File: config.mk
export PLATFORM = sky130hd
export DESIGN_NAME = sohd_j0_driver
export DESIGN_NICKNAME = d
export VERILOG_FILES = /design/src/rtl/sohd_pkg.sv /design/src/rtl/sohd_seq.sv /design/src/rtl/sohd_launch.sv /design/src/rtl/sohd_j0_driver.sv
export SDC_FILE = /design/constraint.sdc
export NUM_CORES = 1
export LEC_CHECK = 0
export CAP_MARGIN = 40
export CORE_ASPECT_RATIO = 1.4
export CORE_MARGIN = 10
export CORE_UTILIZATION = 30
export DETAILED_ROUTE_END_ITERATION = 16
export SLEW_MARGIN = 20
export SYNTH_ARGS = -nofsm -noshare
export SYNTH_HDL_FRONTEND = slang
export SYNTH_SLANG_ARGS = --single-unit
File: constraint.sdc
create_clock -name clk -period 1.6 [get_ports clk]
set_clock_uncertainty 0.05 [all_clocks]
set_input_delay 0.4 -clock clk [delete_from_list [all_inputs] [get_ports clk]]
set_output_delay 0.4 -clock clk [all_outputs]
set_load 0.01 [all_outputs]
File: src/rtl/sohd_pkg.sv
package sohd_pkg;

    // Sequencer phase: idle, skipping leading overhead bits, shifting the byte
    typedef enum logic [1:0] {
        ST_IDLE  = 2'd0,
        ST_SKIP  = 2'd1,
        ST_SHIFT = 2'd2
    } sohd_state_e;

    // Values launched together on a falling edge
    typedef struct packed {
        logic data;
        logic ins;
    } sohd_launch_t;

    // Counter width for a count of n, never below one bit
    function automatic int cnt_w(input int n);
        return (n <= 2) ? 1 : $clog2(n);
    endfunction

endpackage

File: src/rtl/sohd_seq.sv
module sohd_seq
    import sohd_pkg::*;
#(
    parameter int SKIP_BITS = 16,
    parameter int BYTE_W    = 8
) (
    input  logic                      clk,
    input  logic                      rst,
    input  logic                      det_i,
    output sohd_state_e               state_o,
    output logic [cnt_w(BYTE_W)-1:0]  bit_idx_o,
    output logic                      done_o
);
    localparam int SKW = cnt_w(SKIP_BITS);
    localparam int BW  = cnt_w(BYTE_W);
    localparam logic [SKW-1:0] SKIP_LAST = SKW'(SKIP_BITS - 1);
    localparam logic [BW-1:0]  BIT_LAST  = BW'(BYTE_W - 1);

    sohd_state_e      state_q;
    logic [SKW-1:0]   skip_q;
    logic [BW-1:0]    bit_q;
    logic             done_q;

    always_ff @(posedge clk) begin
        if (rst) begin
            state_q <= ST_IDLE;
            skip_q  <= '0;
            bit_q   <= '0;
            done_q  <= 1'b0;
        end else begin
            done_q <= 1'b0;
            if (det_i) begin
                // new frame always wins, abandoning any transfer in flight
                state_q <= ST_SKIP;
                skip_q  <= '0;
                bit_q   <= '0;
            end else begin
                case (state_q)
                    ST_SKIP: begin
                        if (skip_q == SKIP_LAST) begin
                            state_q <= ST_SHIFT;
                            bit_q   <= '0;
                        end else begin
                            skip_q <= skip_q + 1'b1;
                        end
                    end
                    ST_SHIFT: begin
                        if (bit_q == BIT_LAST) begin
                            state_q <= ST_IDLE;
                            done_q  <= 1'b1;
                        end else begin
                            bit_q <= bit_q + 1'b1;
                        end
                    end
                    default: state_q <= ST_IDLE;
                endcase
            end
        end
    end

    assign state_o   = state_q;
    assign bit_idx_o = bit_q;
    assign done_o    = done_q;

endmodule

File: src/rtl/sohd_launch.sv
module sohd_launch
    import sohd_pkg::*;
#(
    parameter int BYTE_W = 8,
    parameter bit INS_EN = 1'b1
) (
    input  logic                      clk,
    input  logic                      rst,
    input  logic                      load_i,
    input  logic [BYTE_W-1:0]         value_i,
    input  sohd_state_e               state_i,
    input  logic [cnt_w(BYTE_W)-1:0]  bit_idx_i,
    output logic                      ser_o,
    output logic                      ins_o
);
    localparam int BW = cnt_w(BYTE_W);
    localparam logic [BW-1:0] MSB_IDX = BW'(BYTE_W - 1);

    logic [BYTE_W-1:0] shadow_q;
    sohd_launch_t      nxt;
    sohd_launch_t      out_q;

    // Shadow copy taken on the detection edge
    always_ff @(posedge clk) begin
        if (rst)         shadow_q <= '0;
        else if (load_i) shadow_q <= value_i;
    end

    always_comb begin
        nxt = '0;
        if (state_i == ST_SHIFT) begin
            nxt.data = shadow_q[MSB_IDX - bit_idx_i];
            nxt.ins  = 1'b1;
        end
    end

    // Launch on the falling edge so the framer samples on the next rising edge
    always_ff @(negedge clk) begin
        if (rst) out_q <= '0;
        else     out_q <= nxt;
    end

    assign ser_o = out_q.data;

    generate
        if (INS_EN) begin : g_ins
            assign ins_o = out_q.ins;
        end else begin : g_no_ins
            assign ins_o = 1'b0;
        end
    endgenerate

endmodule

File: src/rtl/sohd_j0_driver.sv
module sohd_j0_driver
    import sohd_pkg::*;
#(
    parameter int SKIP_BITS = 16,
    parameter int BYTE_W    = 8,
    parameter bit INS_EN    = 1'b1
) (
    input  logic              clk,
    input  logic              rst,
    input  logic              oh_en_i,
    input  logic              oh_frame_i,
    input  logic [BYTE_W-1:0] j0_value_i,
    output logic              ser_data_o,
    output logic              ins_req_o,
    output logic              byte_done_o
);
    localparam int BW = cnt_w(BYTE_W);

    logic              frame_det;
    sohd_state_e       seq_state;
    logic [BW-1:0]     seq_bit;

    assign frame_det = oh_en_i & oh_frame_i;

    sohd_seq #(
        .SKIP_BITS (SKIP_BITS),
        .BYTE_W    (BYTE_W)
    ) seq_i (
        .clk       (clk),
        .rst       (rst),
        .det_i     (frame_det),
        .state_o   (seq_state),
        .bit_idx_o (seq_bit),
        .done_o    (byte_done_o)
    );

    sohd_launch #(
        .BYTE_W (BYTE_W),
        .INS_EN (INS_EN)
    ) launch_i (
        .clk       (clk),
        .rst       (rst),
        .load_i    (frame_det),
        .value_i   (j0_value_i),
        .state_i   (seq_state),
        .bit_idx_i (seq_bit),
        .ser_o     (ser_data_o),
        .ins_o     (ins_req_o)
    );

endmodule

# Yosys cells after proc, flatten, opt, wreduce, memory -nomap -nowiden
# Index checks and enable logic that the tools add are counted.
dict set report totals {
  register_bits 20
  elab_cells 43
  inputBits 12
}
dict set report classes {
  n_eq_ne 9
  reduce_logical 8
  magnitude_cmp 1
  muxes 11
  bitwise_logic 3
  n_addsub 3
}
# operator count
set op_table {}
lappend op_table {{$mux 3} 2}
lappend op_table {{$pmux 3 s2} 1}
lappend op_table {{$reduce_and 2->1} 3}
lappend op_table {{$add 4x1->4 const B} 1}
lappend op_table {{$eq 4x4->1 const B} 1}
lappend op_table {{$lt 3x4->1 const B} 1}
lappend op_table {{$mux 1} 4}
lappend op_table {{$mux 2} 2}
lappend op_table {{$ne 2x2->1 const B} 2}
lappend op_table {{$pmux 2 s2} 1}
lappend op_table {{$reduce_or 2->1} 2}
lappend op_table {{$add 3x1->3 const B} 1}
lappend op_table {{$bmux 1 s3} 1}
lappend op_table {{$eq 3x3->1 const B} 1}
lappend op_table {{$ne 3x2->1 const B} 1}
lappend op_table {{$ne 3x3->1 const B} 1}
lappend op_table {{$reduce_and 3->1} 1}
lappend op_table {{$reduce_or 3->1} 1}
lappend op_table {{$sub 3x3->3 const A} 1}
lappend op_table {{$eq 2x1->1 const B} 1}
lappend op_table {{$eq 2x2->1 const B} 1}
lappend op_table {{$ne 2x1->1 const B} 1}
lappend op_table {{$not 1->1} 2}
lappend op_table {{$reduce_bool 2->1} 1}
lappend op_table {{$and 1x1->1} 1}

# Longest topological paths before layout
dict set report depth {
  depth_word 4
  ltp_mapped 5
}

# By module
# From an unflattened synthesis, not the netlist that was laid out.
dict set report unflattened {
  cells_unflattened 83
  hier_area_um2 859.6
}
# module area_per_inst_um2 seq_area_each_um2 n_inst cells_each
set by_module_without_submodules {}
lappend by_module_without_submodules {sohd_seq 454.2 200.2 1 45}
lappend by_module_without_submodules {sohd_launch 399.1 200.2 1 37}
lappend by_module_without_submodules {sohd_j0_driver 6.3 0.0 1 1}

==> qor_table.md <==
| Result | This run | Unit |
|:---|:---|:---|
| Count of state elements after synthesis | 20 | - |
| Remaining antenna violation count | 0 | - |
| I/O pin count | 15 | - |
| Fraction of synthesis flops using an asynchronous set or reset pin | 0 | % |
| CP max FO | 1 | - |
| Worst hold path class | reg2reg | - |
| Layout Area Growth over Synthesis | 36.4 | % |
| Pwr per Cell Area | 801 | nW/um^2 |
| Vias after detailed routing | 740 | - |
| First-pass iteration count of the detailed router | 3 | - |
| Maximum number of pins on one net before global-route repair | 13 | - |
| Overall Global Routing Usage | 7.37 | % |
| TritonCTS clock tree | done | - |
| Worst Setup Path Type | reg2out | - |
| Area used by multi-input combinational logic | 514 | sq um |
| Grt total ovfl | 0 | - |
| Total Wirelength | 1950 | um |
| Number of clock sinks | 20 | - |
| Met3 Track Usage GR | 2.13 | % |
| Clock tree root buffer cell | clkbuf_8 | - |
| Initial antenna violation count | 0 | - |
| Filler-free cell count of the finished design | 158 | - |
| TritonCTS buffer count | 3 | - |
| Layout cell share with drive strength beyond 1 | 23.1 | % |
| Total nets after synthesis | 113 | - |
| Slowest stage cell, crit path | dfxtp_1 | - |
| Placed Instances | 153 | - |
| Largest cells by area after synthesis | dfxtp_1 (45%), nand2_1 (8.8%), ha_1 (7.0%) | - |
| Setup violators final | 3 | - |
| Maximum vdd drop | 343 | uV |
| Gate Count Post-Synth | 96 | - |
| Count of filler cells inserted in the layout | 295 | - |
| Setup repair after global routing missed its margin | yes | - |
| Status | finished, violations left | - |
| Cell Rows | 23 | - |
| Share of synthesized cell area in full adder, half adder and majority cells | 6.96 | % |
| Violated checks | setup timing | - |
| Number of buffers inserted by port buffering | 14 | - |
| Fin Hold WS | 0.408 | ns |
| Final routed wire length divided by cell count | 12.3 | um |
| Xor and xnor fraction of the mapped netlist area | 0 | % |
| Post-synth EDFFs | 0 | - |
| Number of warnings printed during yosys synthesis | 0 | - |
| Slowest stage delay, CP | 0.30 | ns |
| Clk pin slew, worst setup/hold paths | 0.07 | ns |
| Starting density of the core | 31.2 | % |
| Clock insertion delay at the later pin of the skew report | 0.25 | ns |
| Post-synth top area cell | dfxtp_1 | - |
| Wire length of the first global-routing pass | 3330 | um |
| Post-Synthesis Mean Instance Area | 9.36 | sq um |
| Vias per cell | 4.68 | - |
| Die boundary height | 84.7 | um |
| Die area | 5610 | sq um |
| Combinational family with the most area after synthesis | simple AND/OR/NAND/NOR gates | - |
| Combined flip-flop and latch cell area | 404 | sq um |
| Worst path required time | 1.15 | ns |
| Count of antenna diodes in the layout | 0 | - |
| Cell-by-cell trace of the critical path | buf_2 | - |
| Half-perimeter wire length after detailed placement | 1570 | um |
| Number of hold violations in the final report | 0 | - |
| Placeable core area | 2880 | sq um |
| Prevailing post-synth register cell | dfxtp_1 | - |
| Synthesized-area fraction occupied by ao, oa, aoi and oai cells | 16.7 | % |
| Max-slew headroom | 79.3 | % |
| Hold-fix buffers, CTS | 0 | - |
| Multiplexer share of the synthesized area | 9.47 | % |
| Die Span X | 66.3 | um |
| Routability congestion estimate from global placement | 0.735 | - |
| Transition time at the pin with the least slew margin | 0.307 | ns |
| Netlist Area Pre-Place | 898 | sq um |
| Slew Limit Fails | 0 | - |
| Maximum Capacitance Violations | 0 | - |
| Top Family by Delay on Critical Path | flip-flops | - |
| Area fraction of the dominant cell type after synthesis | 44.6 | % |
| Final setup margin | -0.395 | ns |
| Post-CTS setup buffer count | 0 | - |
| Number of distinct standard cells referenced by the synthesized netlist | 28 | - |
| Startpoint class of the critical path | register | - |
| Number of global-route vias before repair | 775 | - |
| Met2 usage | 13.5 | % |
| Remaining design rule violation count | 0 | - |
| NumNets Final | 139 | - |
| Met1 usage in global routing | 7.15 | % |
| Sort of element at the end of the critical path | output pin | - |
| Max clock buf depth | 2 | - |
| Number of levels in the clock H-tree | 1 | - |
| Cell leakage power | 0.468 | nW |
| Register area share after synthesis | 44.6 | % |
| Detailed Route Iter0 Violations | 19 | - |
| Endpoint arrival time on the critical path | 1.54 | ns |
| Global routing's busiest layer | met2 | - |
| Combined buffer and inverter count along the critical path | 1 | - |
| Simple-Gate Fraction of Synth Area | 19.2 | % |
[registers in the layout (all words and copies together) (netlist names)]
signal / flops
launch_i.shadow_q: 8
seq_i.skip_q: 4
seq_i.bit_idx_o: 3
seq_i.state_o: 2
launch_i.ins_o: 1
launch_i.ser_o: 1
seq_i.done_o: 1
[final timing paths]
kind         cells after the start                               from  slack [ns]                                end
max                              1          launch_i.ser_o$_SDFF_NP0_       -0.39                         ser_data_o
min                              2  launch_i.shadow_q[3]$_SDFFE_PP0P_        0.41  launch_i.shadow_q[3]$_SDFFE_PP0P_
max reg2reg                      3    seq_i.bit_idx_o[0]$_SDFFE_PP0P_       -0.39          launch_i.ser_o$_SDFF_NP0_
min reg2reg                      2  launch_i.shadow_q[3]$_SDFFE_PP0P_        0.41  launch_i.shadow_q[3]$_SDFFE_PP0P_
[synth_stat cells (all sizes together) (2+ instances only)]
library cell,instances
nand2,21
dfxtp,20
a21oi,12
ha,5
inv,5
nand3,5
mux2i,4
nor2b,3
and3,2
mux4,2
o21ai,2
[cells in the final DEF, fill, tap and decap left out, types with 2 or more instances in the layout]
cell and n:
buf_4 8, a21oi_1 11, clkdlybuf4s50_1 11, mux2i_1 3, inv_2 2, o21ai_0 2, dfxtp_2 3, mux4_2 2
clkbuf_8 3, ha_4 3, nand2_1 21, nand3_1 5, inv_1 4, buf_2 2, and3_1 2, dfxtp_1 17
nor2b_1 3
[worst min-delay path: cells and delay by family (launching register included)]
family	cells	cell delay, ns
DFF	1	0.31
and+or+nand+nor	1	0.05
AOI/OAI and AO/OA	1	0.05
[repair_timing]
action | CTS | global route
endpoints found under the setup margin | 7 | 7
resized for setup | 11 | 4
pin swaps | 1 | 1
[power breakdown]
group / switching [W] / total (W) / internal (W)
registers: 0.00000748 / 0.000519 / 0.000512
clock network: 0.000167 / 0.000351 / 0.000184
logic: 0.0000491 / 0.000111 / 0.0000619
[kinds of logic after synthesis]
family,Yosys count
flops,20
simple gates,37
mux,6
fa+ha+maj,5
compound gates,21
buf+inv,7
[layout make-up]
| type | count | area share (%) |
|---|---|---|
| Clock buffer | 4 | 3.68 |
| Clock inverter | 2 | 0.613 |
| Inverter | 4 | 1.23 |
| Multi-Input combinational cell | 69 | 42.0 |
| Sequential cell | 20 | 33.0 |
| Tap cell | 37 | 3.78 |
| Timing Repair Buffer | 22 | 15.7 |
[per-stage QoR]
stage	cell area, sq um	util (%)	worst slack [ns]	power, W	setup TNS, ns
after floorplan	915	-	-0.364	0.000599	-0.388
after global placement	1150	40.0	-0.469	0.000651	-1.86
after detailed placement	1150	40.0	-0.488	0.000654	-2.03
after CTS	1210	41.9	-0.414	0.000997	-1.21
after global routing	1220	42.6	-0.431	0.00103	-1.29
final	1220	42.6	-0.395	0.000981	-1.17
[routing by layer]
metal / routed length [um] / vias up
li1: - / 389
met1: 727 / 339
met2: 1140 / 10
met3: 69 / 2
met4: 9 / 0
met5: 0 / -
No activity file was read; power rests on OpenSTA's default activity.
